===== src/rtl/slot_bridge_pkg.sv =====
package slot_bridge_pkg;
  typedef enum logic [1:0] {
    SP_PARAM_WR = 2'b00,
    SP_STAT_RD  = 2'b01,
    SP_BUF_WR   = 2'b10,
    SP_BUF_RD   = 2'b11
  } space_e;

  // bit 0 of the space code tells the direction: 1 = host may read
  function automatic logic host_can_read(input logic [1:0] sp);
    return sp[0];
  endfunction
endpackage


===== src/rtl/sb_addr_decode.sv =====
module sb_addr_decode #(
  parameter int SLOT_W = 5,
  parameter int OFS_W = 9,
  parameter int SLOT_CNT = 32,
  parameter logic [SLOT_CNT-1:0] PRESENT = '0
) (
  input  logic [SLOT_W+2+OFS_W-1:0] addr,
  output logic [SLOT_W-1:0]         slot,
  output logic [1:0]                space,
  output logic [OFS_W-1:0]          ofs,
  output logic                      is_master,
  output logic                      slot_live
);
  assign slot      = addr[OFS_W+2 +: SLOT_W];
  assign space     = addr[OFS_W +: 2];
  assign ofs       = addr[OFS_W-1:0];
  assign is_master = (slot == '0);
  assign slot_live = !is_master && PRESENT[slot];
endmodule


===== src/rtl/sb_strobe_gen.sv =====
module sb_strobe_gen
  import slot_bridge_pkg::*;
#(
  parameter int SLOT_W = 5,
  parameter int SLOT_CNT = 32,
  parameter logic [SLOT_CNT-1:0] PRESENT = '0
) (
  input  logic                clk,
  input  logic                rst_n,
  input  logic                host_we,
  input  logic                host_re,
  input  logic [SLOT_W-1:0]   slot,
  input  logic [1:0]          space,
  input  logic                slot_live,
  output logic [SLOT_CNT-1:0] slot_we,
  output logic [SLOT_CNT-1:0] slot_re
);
  logic wr_ok, rd_ok;
  assign wr_ok = host_we && !host_can_read(space);
  assign rd_ok = host_re && host_can_read(space);

  for (genvar k = 0; k < SLOT_CNT; k++) begin : g_lane
    if (k == 0 || !PRESENT[k]) begin : g_off
      assign slot_we[k] = 1'b0;
      assign slot_re[k] = 1'b0;
    end else begin : g_on
      assign slot_we[k] = wr_ok && (slot == SLOT_W'(k));
      assign slot_re[k] = rd_ok && (slot == SLOT_W'(k));
    end
  end

  AST_WE_ONEHOT: assert property (@(posedge clk) disable iff (!rst_n)
    $onehot0(slot_we));
  AST_RE_ONEHOT: assert property (@(posedge clk) disable iff (!rst_n)
    $onehot0(slot_re));
  AST_NO_WE_TO_READ_SPACE: assert property (@(posedge clk) disable iff (!rst_n)
    host_can_read(space) |-> slot_we == '0);
  AST_NO_RE_TO_WRITE_SPACE: assert property (@(posedge clk) disable iff (!rst_n)
    !host_can_read(space) |-> slot_re == '0);
  AST_ABSENT_QUIET: assert property (@(posedge clk) disable iff (!rst_n)
    !slot_live |-> (slot_we == '0 && slot_re == '0));
endmodule


===== src/rtl/sb_master_regs.sv =====
module sb_master_regs
  import slot_bridge_pkg::*;
#(
  parameter int OFS_W = 9,
  parameter int DATA_W = 32,
  parameter int SLOT_CNT = 32,
  parameter logic [SLOT_CNT-1:0] PRESENT = '0
) (
  input  logic              clk,
  input  logic              rst_n,
  input  logic              host_we,
  input  logic              host_re,
  input  logic              clr_bit,
  input  logic              is_master,
  input  logic              slot_live,
  input  logic [1:0]        space,
  input  logic [OFS_W-1:0]  ofs,
  output logic [DATA_W-1:0] master_rdata
);
  localparam logic [DATA_W-1:0] ID_WORD = DATA_W'(PRESENT | SLOT_CNT'(1));

  logic err_q, err_set, err_clr;

  assign err_set = host_re && !host_can_read(space) && (is_master || slot_live);
  assign err_clr = host_we && is_master && space == SP_PARAM_WR && ofs == '0 && clr_bit;

  always_ff @(posedge clk or negedge rst_n) begin
    if (!rst_n)       err_q <= 1'b0;
    else if (err_set) err_q <= 1'b1;
    else if (err_clr) err_q <= 1'b0;
  end

  always_comb begin
    master_rdata = '0;
    if (space == SP_STAT_RD) begin
      if (ofs == OFS_W'(0))      master_rdata = ID_WORD;
      else if (ofs == OFS_W'(1)) master_rdata = DATA_W'(err_q);
    end
  end

  AST_ERR_SET: assert property (@(posedge clk) disable iff (!rst_n)
    err_set |=> err_q);
  AST_ERR_CLEAR: assert property (@(posedge clk) disable iff (!rst_n)
    (err_clr && !err_set) |=> !err_q);
  AST_ERR_HOLD: assert property (@(posedge clk) disable iff (!rst_n)
    (!err_clr && !err_set) |=> $stable(err_q));
endmodule


===== src/rtl/sb_read_return.sv =====
module sb_read_return #(
  parameter int SLOT_W = 5,
  parameter int DATA_W = 32,
  parameter int SLOT_CNT = 32
) (
  input  logic                       clk,
  input  logic                       rst_n,
  input  logic                       host_re,
  input  logic                       readable,
  input  logic                       is_master,
  input  logic                       slot_live,
  input  logic [SLOT_W-1:0]          slot,
  input  logic [DATA_W-1:0]          master_rdata,
  input  logic [SLOT_CNT*DATA_W-1:0] slot_rdata,
  output logic [DATA_W-1:0]          host_rdata,
  output logic                       host_rvalid
);
  logic [DATA_W-1:0] lanes [SLOT_CNT];
  logic [DATA_W-1:0] rd_next;

  for (genvar k = 0; k < SLOT_CNT; k++) begin : g_lane
    assign lanes[k] = slot_rdata[k*DATA_W +: DATA_W];
  end

  always_comb begin
    rd_next = '0;
    if (host_re) begin
      if (is_master)                 rd_next = master_rdata;
      else if (slot_live && readable) rd_next = lanes[slot];
    end
  end

  always_ff @(posedge clk or negedge rst_n) begin
    if (!rst_n) begin
      host_rdata  <= '0;
      host_rvalid <= 1'b0;
    end else begin
      host_rdata  <= rd_next;
      host_rvalid <= host_re;
    end
  end

  AST_RVALID_AFTER_READ: assert property (@(posedge clk) disable iff (!rst_n)
    host_re |=> host_rvalid);
  AST_RVALID_ONLY_AFTER_READ: assert property (@(posedge clk) disable iff (!rst_n)
    !host_re |=> !host_rvalid);
  AST_ABSENT_READS_ZERO: assert property (@(posedge clk) disable iff (!rst_n)
    (host_re && !is_master && !slot_live) |=> host_rdata == '0);
  AST_WRONG_DIR_READS_ZERO: assert property (@(posedge clk) disable iff (!rst_n)
    (host_re && !readable) |=> host_rdata == '0);
endmodule


===== src/rtl/slot_host_bridge.sv =====
module slot_host_bridge
  import slot_bridge_pkg::*;
#(
  parameter int SLOT_W = 5,
  parameter int OFS_W = 9,
  parameter int DATA_W = 32,
  parameter logic [(1<<SLOT_W)-1:0] PRESENT = 32'h8001_0442,
  localparam int SLOT_CNT = 1 << SLOT_W,
  localparam int ADDR_W = SLOT_W + 2 + OFS_W
) (
  input  logic                       clk,
  input  logic                       rst_n,
  input  logic [ADDR_W-1:0]          host_addr,
  input  logic [DATA_W-1:0]          host_wdata,
  input  logic                       host_we,
  input  logic                       host_re,
  output logic [DATA_W-1:0]          host_rdata,
  output logic                       host_rvalid,
  output logic [SLOT_CNT-1:0]        slot_we,
  output logic [SLOT_CNT-1:0]        slot_re,
  output logic [1:0]                 slot_space,
  output logic [OFS_W-1:0]           slot_ofs,
  output logic [DATA_W-1:0]          slot_wdata,
  input  logic [SLOT_CNT*DATA_W-1:0] slot_rdata
);
  logic [SLOT_W-1:0] slot;
  logic [1:0]        space;
  logic [OFS_W-1:0]  ofs;
  logic              is_master, slot_live;
  logic [DATA_W-1:0] master_rdata;

  sb_addr_decode #(.SLOT_W(SLOT_W), .OFS_W(OFS_W), .SLOT_CNT(SLOT_CNT), .PRESENT(PRESENT))
    u_dec (.addr(host_addr), .slot(slot), .space(space), .ofs(ofs),
           .is_master(is_master), .slot_live(slot_live));

  sb_strobe_gen #(.SLOT_W(SLOT_W), .SLOT_CNT(SLOT_CNT), .PRESENT(PRESENT))
    u_stb (.clk(clk), .rst_n(rst_n), .host_we(host_we), .host_re(host_re),
           .slot(slot), .space(space), .slot_live(slot_live),
           .slot_we(slot_we), .slot_re(slot_re));

  sb_master_regs #(.OFS_W(OFS_W), .DATA_W(DATA_W), .SLOT_CNT(SLOT_CNT), .PRESENT(PRESENT))
    u_mst (.clk(clk), .rst_n(rst_n), .host_we(host_we), .host_re(host_re),
           .clr_bit(host_wdata[0]), .is_master(is_master), .slot_live(slot_live),
           .space(space), .ofs(ofs), .master_rdata(master_rdata));

  sb_read_return #(.SLOT_W(SLOT_W), .DATA_W(DATA_W), .SLOT_CNT(SLOT_CNT))
    u_ret (.clk(clk), .rst_n(rst_n), .host_re(host_re),
           .readable(host_can_read(space)), .is_master(is_master),
           .slot_live(slot_live), .slot(slot), .master_rdata(master_rdata),
           .slot_rdata(slot_rdata), .host_rdata(host_rdata), .host_rvalid(host_rvalid));

  assign slot_space = space;
  assign slot_ofs   = ofs;
  assign slot_wdata = host_wdata;

  AST_MASTER_NO_STROBE: assert property (@(posedge clk) disable iff (!rst_n)
    is_master |-> (slot_we == '0 && slot_re == '0));
endmodule


===== config.mk =====
export PLATFORM = sky130hd
export DESIGN_NAME = slot_host_bridge
export DESIGN_NICKNAME = d
export VERILOG_FILES = /design/src/rtl/slot_bridge_pkg.sv /design/src/rtl/sb_addr_decode.sv /design/src/rtl/sb_strobe_gen.sv /design/src/rtl/sb_master_regs.sv /design/src/rtl/sb_read_return.sv /design/src/rtl/slot_host_bridge.sv
export SDC_FILE = /design/constraint.sdc
export NUM_CORES = 1
export LEC_CHECK = 0
export ABC_CLOCK_PERIOD_IN_PS = 2290
export BUFFER_PORTS_ARGS = -buffer_cell sky130_fd_sc_hd__clkbuf_2
export CAP_MARGIN = 20
export CORE_AREA = 8 8 465 467
export CTS_CLUSTER_SIZE = 25
export DETAILED_ROUTE_END_ITERATION = 12
export DIE_AREA = 0 0 473 475
export GPL_TIMING_DRIVEN = 0
export PLACE_DENSITY = 0.3
export SYNTH_ARGS = -nofsm -noshare
export SYNTH_HDL_FRONTEND = slang
export SYNTH_HIERARCHICAL = 1
export SYNTH_SLANG_ARGS = --single-unit

===== constraint.sdc =====
create_clock -name clk -period 2.29 [get_ports clk]
set_input_delay 0.458 -clock clk [delete_from_list [all_inputs] [get_ports clk]]
set_output_delay 0.458 -clock clk [all_outputs]
set_load 0.01 [all_outputs]

## Word-level counts from Yosys, hierarchy flattened

Memories as Yosys holds them, arrays and structs flattened.
Cells that the tools add are included.

| word-level totals | value |
|---|---|
| ROM bits | 32 |
| memories | 1 |
| register bits | 34 |
| output and inout bits | 140 |
| word-level logic and storage cells | 53 |
| input port bits | 1076 |

| operators by class | value |
|---|---|
| equal/unequal tests | 7 |
| mux-type cells | 12 |
| reduce and logical (&&, ||, !) cells | 27 |
| order comparisons | 2 |
| bitwise logic cells | 1 |

Memories:

| memory | depth | width | read ports | clocked after memory_dff | write ports | RTL line | text |
|---|---|---|---|---|---|---|---|
| (no name shown) | 32 | 1 | 1 | 0 | 0 | sb_addr_decode.sv:18 | `assign slot_live = !is_master && PRESENT[slot];` |

Operator list:

| cell | count |
|---|---|
| $mux W32 | 7 |
| $bmux W32 S5 | 1 |
| $logic_and A1 B1 Y1 | 20 |
| $eq A5 B5 Y1 const B | 2 |
| $eq A9 B1 Y1 const B | 1 |
| $logic_not A9 Y1 | 1 |
| $ge A6 B6 Y1 const B | 1 |
| $lt A5 B6 Y1 const B | 1 |
| $not A5 Y6 | 1 |
| $eq A5 B1 Y1 const B | 1 |
| $eq A5 B3 Y1 const B | 1 |
| $eq A5 B4 Y1 const B | 1 |
| $logic_not A5 Y1 | 1 |
| $mux W1 | 4 |
| $eq A2 B1 Y1 const B | 1 |
| $logic_not A1 Y1 | 2 |
| $logic_not A2 Y1 | 1 |
| $reduce_bool A2 Y1 | 1 |
| $logic_or A1 B1 Y1 | 1 |

## Logic depth before layout (Yosys ltp)

| depth | value |
|---|---|
| depth in word-level cells | 7 |
| gate-level depth with buffers | 10 |
| depth with buffers taken out | 7 |

## Modules after synthesis

The synthesis kept the hierarchy.

Modules (own cells, without submodules):

| module | seq. area each (um^2) | cells each | area an instance (um^2) | times used |
|---|---|---|---|---|
| sb_read_return | 825.8 | 925 | 10517.6 | 1 |
| sb_strobe_gen | 0.0 | 74 | 524.3 | 1 |
| sb_master_regs | 25.0 | 45 | 344.1 | 1 |
| slot_host_bridge | 0.0 | 32 | 240.2 | 1 |
| sb_addr_decode | 0.0 | 25 | 176.4 | 1 |

## Worst setup path after synthesis

Ideal clock, no wire load.

| path | value |
|---|---|
| path type | in2reg |
| from | in host_addr[11] |
| to | reg u_ret.host_rdata[13] |
| path slack | 35 ps |
| library setup time | 137 ps |
| cell stages on the path | 7 |
| required time | 2153 ps |
| buffers on the path | 3 |
| arrival time | 2118 ps |
| cells stage by stage | buf_4 -> buf_6 -> buf_6 -> mux4_1 -> mux2_2 -> a2111oi_2 -> a2111oi_2 |

| on the way | value |
|---|---|
| cells in the longest elaborated chain, start to end | 7 |
| elaborated cells between the ends (all ways) | 13 |
| classes of those cells | mux (7); bitwise (1); reduce/logical (4); memory (1) |

RTL lines:

| item | RTL line | text |
|---|---|---|
| from (decl) | slot_host_bridge.sv:13 | `input logic [ADDR_W-1:0] host_addr,` |
| $mem_v2 Z32 W1 (tied with other cells) | - |  |
| $mux W1 (implied by the code) (tied with other cells) | sb_addr_decode.sv:18 |  |
| $logic_and A1 B1 Y1 / $mux W32 (equally long branches) | sb_addr_decode.sv:18, sb_read_return.sv:29 |  |
| $logic_and A1 B1 Y1 / $mux W32 (equally long branches) | sb_read_return.sv:29 | `else if (slot_live && readable) rd_next = lanes[slot];` |
| $mux W32 | sb_read_return.sv:29 |  |
| $mux W32 * | sb_read_return.sv:28 | `if (is_master) rd_next = master_rdata;` |
| $mux W32 * | sb_read_return.sv:27 | `if (host_re) begin` |
| named net u_ret.rd_next[13] | sb_read_return.sv:19 | `logic [DATA_W-1:0] rd_next;` |
| to (signal assigned) | sb_read_return.sv:38 | `host_rdata <= rd_next;` |
| to (decl) | sb_read_return.sv:15 | `output logic [DATA_W-1:0] host_rdata,` |

The timed path passes the listed nets; every way through them passes the cells marked *. The select of a mux whose other input is x is not followed.
A chain may end at the register's enable or synchronous reset.

## Worst setup path in the final report

| path | value |
|---|---|
| from | in host_addr[11] |
| to | reg u_ret.host_rdata[10] |

Same word-level chain as after synthesis.

==> reports/qor.txt <==
Longest Clk Path Bufs - 2
Core area - 0.209 sq mm
First drt pass iteration count - 4
RSZ-0062 raised after global routing - yes
Final setup vio count - 30
Post-route clock period utilization - 108%
Min-delay worst type - in -> async
Crit path kind - in -> reg
Full die area - 0.225 sq mm
Fraction of layout cells with a size suffix above 1 - 77.4%
Routed wire length - 190 mm
Internal cell power - 3480 uW
Area of the multi-input gates - 0.0112 sq mm
Critical Path AT - 2.70 ns
Top-level I/O count - 1216
Clock skew - 0.000640 ns
Fmax - 404 MHz
Drt first-iter violations - 796
Switching pwr - 3110 uW
Switching portion of total power - 47.2%
Clock network power share - 16.0%
Initial antenna violation count - 151
GRT Resource Usage Total - 16.0%
Final Cell Area - 0.0252 sq mm
Clock Latency Late Sink - 0.35 ns
Final Instance Count excl. Fillers - 5238
DP Area - 0.0215 sq mm
Critical path startpoint - host_addr[11]
Die Ht - 475 microns
Die width - 473 microns
CP max FO - 5
Syn_area_per_cell - 10.7 sq um
Post-route minimum period - 2.48 ns
Final Hold Vio Count - 0
VDD IR max - 0.283 mV
Final worst slack - -0.186 ns
Seq/Total Area, Yosys - 7.21%
CP Capture Type - register
Largest net degree at the start of global routing - 21
Status - complete, but fails checks
First-pass GRT wire length - 227 mm
Failing checks - negative setup slack
Slew at the pin with the worst max-slew slack - 1.04 ns
Htree depth - 2
Synthesized instance count - 1101
Ys async rst share - 100%
Final HPWL DP - 171 mm
Via/cell ratio - 3.08
Clock slew at reported path FFs - 0.10 ns
CTS buffer count - 5
Synth warnings - 6
TritonCTS clock tree - done
Grt ovf - 0
FF+latch count, synth - 34
Total Power - 6590 uW
Worst R2R Start - u_mst/err_q
Vias in the first global route - 17.5k
Total clock sinks - 34
Placed insts - 5121
Synth unique cells - 42
Register area - 851 sq um
ANT nets after route - 0
Combinational fraction of design power - 74.6%
CP Launch Type - input pin
Max Cap Violations - 0
Clk root buf - clkbuf_16
Post-synth EDFFs - 0
Static leakage - 0.0110 uW
Register share of total power - 9.4%
Site row count - 168
DR DRC count - 0
Via count - 16.1k
Slew headroom - 30.8%
Post-layout net count - 3474
Routed len/inst - 36.3 microns
Final Max Tran Viols - 0
IO buf count - 1119
Mapped Area - 0.0118 sq mm
PwrDens - 261 mW/mm^2
Initial core utilization - 5.66%
Final GP Congestion - 0.935
Worst Path Required - 2.52 ns
Area delta synth->final - 114%
Fillers - 24.2k
Main synth FF type - dfrtp_1
-- cell usage after synthesis, types with 16 or more instances --
library cell	n	area (sq um)
mux2i_1	224	2240
mux4_2	156	3510
buf_4	138	1040
and2_1	65	407
a2111oi_2	64	961
a22oi_1	64	480
clkbuf_1	55	206
nor2_1	37	139
nand2b_1	36	225
dfrtp_1	34	851
a211oi_1	32	240
mux2_2	32	360
o21ai_0	32	160
o22ai_1	32	200
buf_2	29	145
buf_6	16	180
-- path summary, 6_finish.rpt --
kind                       slack, ns  depth (start not counted)              endpoint
setup / recovery               -0.19                          9  u_ret/host_rdata[10]
hold / removal                  0.07                          1     u_ret/host_rvalid
setup reg to reg                0.76                          6   u_ret/host_rdata[0]
hold reg to reg                 0.58                          2           u_mst/err_q
max in group asynchronous       1.67                          2  u_ret/host_rdata[12]
min in group clk                0.47                          1     u_ret/host_rvalid
-- kinds of logic (layout without fill, tap and decap cells) --
| family | Yosys count | after routing | synth area share (%) |
|---|---|---|---|
| multiplexers | 416 | 416 | 52.7 |
| buffers and inverters | 247 | 1467 | 13.9 |
| AO/OA/AOI/OAI | 229 | 229 | 17.6 |
| AND/OR/NAND/NOR | 172 | 172 | 8.44 |
| flip-flops | 34 | 34 | 7.21 |
| other | 2 | 114 | 0.0636 |
| XOR/XNOR | 1 | 1 | 0.0742 |
-- what timing repair did --
item | in CTS | in global routing
hold buffers | 0 | 0
endpoints found under the hold margin | 0 | 0
setup buffers | 59 | 10
endpoints found under the setup margin | 33 | 33
cloned | 10 | 1
gates resized for setup | 469 | 63
pin swaps | 61 | 43
-- metal layers --
layer	track usage [%]	routed length (microns)
met5	0	379
met4	2.24	3240
met3	5.27	16200
met2	28.2	92600
met1	19.4	77500
-- worst max-delay path: stages --
cell and delay (ns):
clkbuf_16 0.10, buf_12 0.12, buf_16 0.17, buf_16 0.18, buf_16 0.18, mux4_2 0.59, mux2_4 0.31, a2111oi_4 0.43
a2111oi_2 0.07
-- placed cells by master, fill, tap and decap left out, types with 31 or more instances in the layout --
cell type and count:
o21ai_0 31, dfrtp_1 34, and2_1 55, buf_4 181, conb_1 80, mux2i_1 176
clkbuf_2 1128, nand2b_1 34, nor2_1 33, mux4_2 159, buf_6 33, diode_2 34
a2111oi_4 40, a22oi_2 35
-- cell type report --
cell class | count | share of cell area (%)
diodes | 34 | 0.337
multi-input cells | 898 | 44.4
clock inverters | 3 | 0.159
flip-flops and latches | 34 | 3.37
repair buffers | 1217 | 27.6
inverters | 2 | 0.0298
well taps | 2805 | 13.9
clock buffers | 5 | 0.496
plain buffers | 240 | 9.67
-- sequential cells by signal (all words and copies together), names as in the netlist --
| register | count |
|---|---|
| u_ret/host_rdata | 32 |
| u_mst/err_q | 1 |
| u_ret/host_rvalid | 1 |
-- power groups by stage --
stage / clock network, uW / registers [uW] / logic [uW]
after floorplan: 0 / 636 / 1740
after global placement: 0 / 629 / 4110
after detailed placement: 0 / 629 / 4180
after CTS: 1160 / 617 / 4980
after global routing: 1120 / 618 / 5230
final: 1050 / 617 / 4920
-- through the flow --
step / setup TNS [ns] / hold slack, ns / setup WS, ns / util [%]
final: -3.21 / 0.0658 / -0.186 / 12.1
after global placement: -127.87 / 0.520 / -4.10 / 10.2
after detailed placement: -68.26 / 0.468 / -2.51 / 10.3
after CTS: -3.78 / 0.0645 / -0.241 / 11.8
after floorplan: 0 / 0.162 / 0.0352 / -
after global routing: -4.34 / 0.0768 / -0.204 / 12.1
Power figures use the tool's default switching activity.
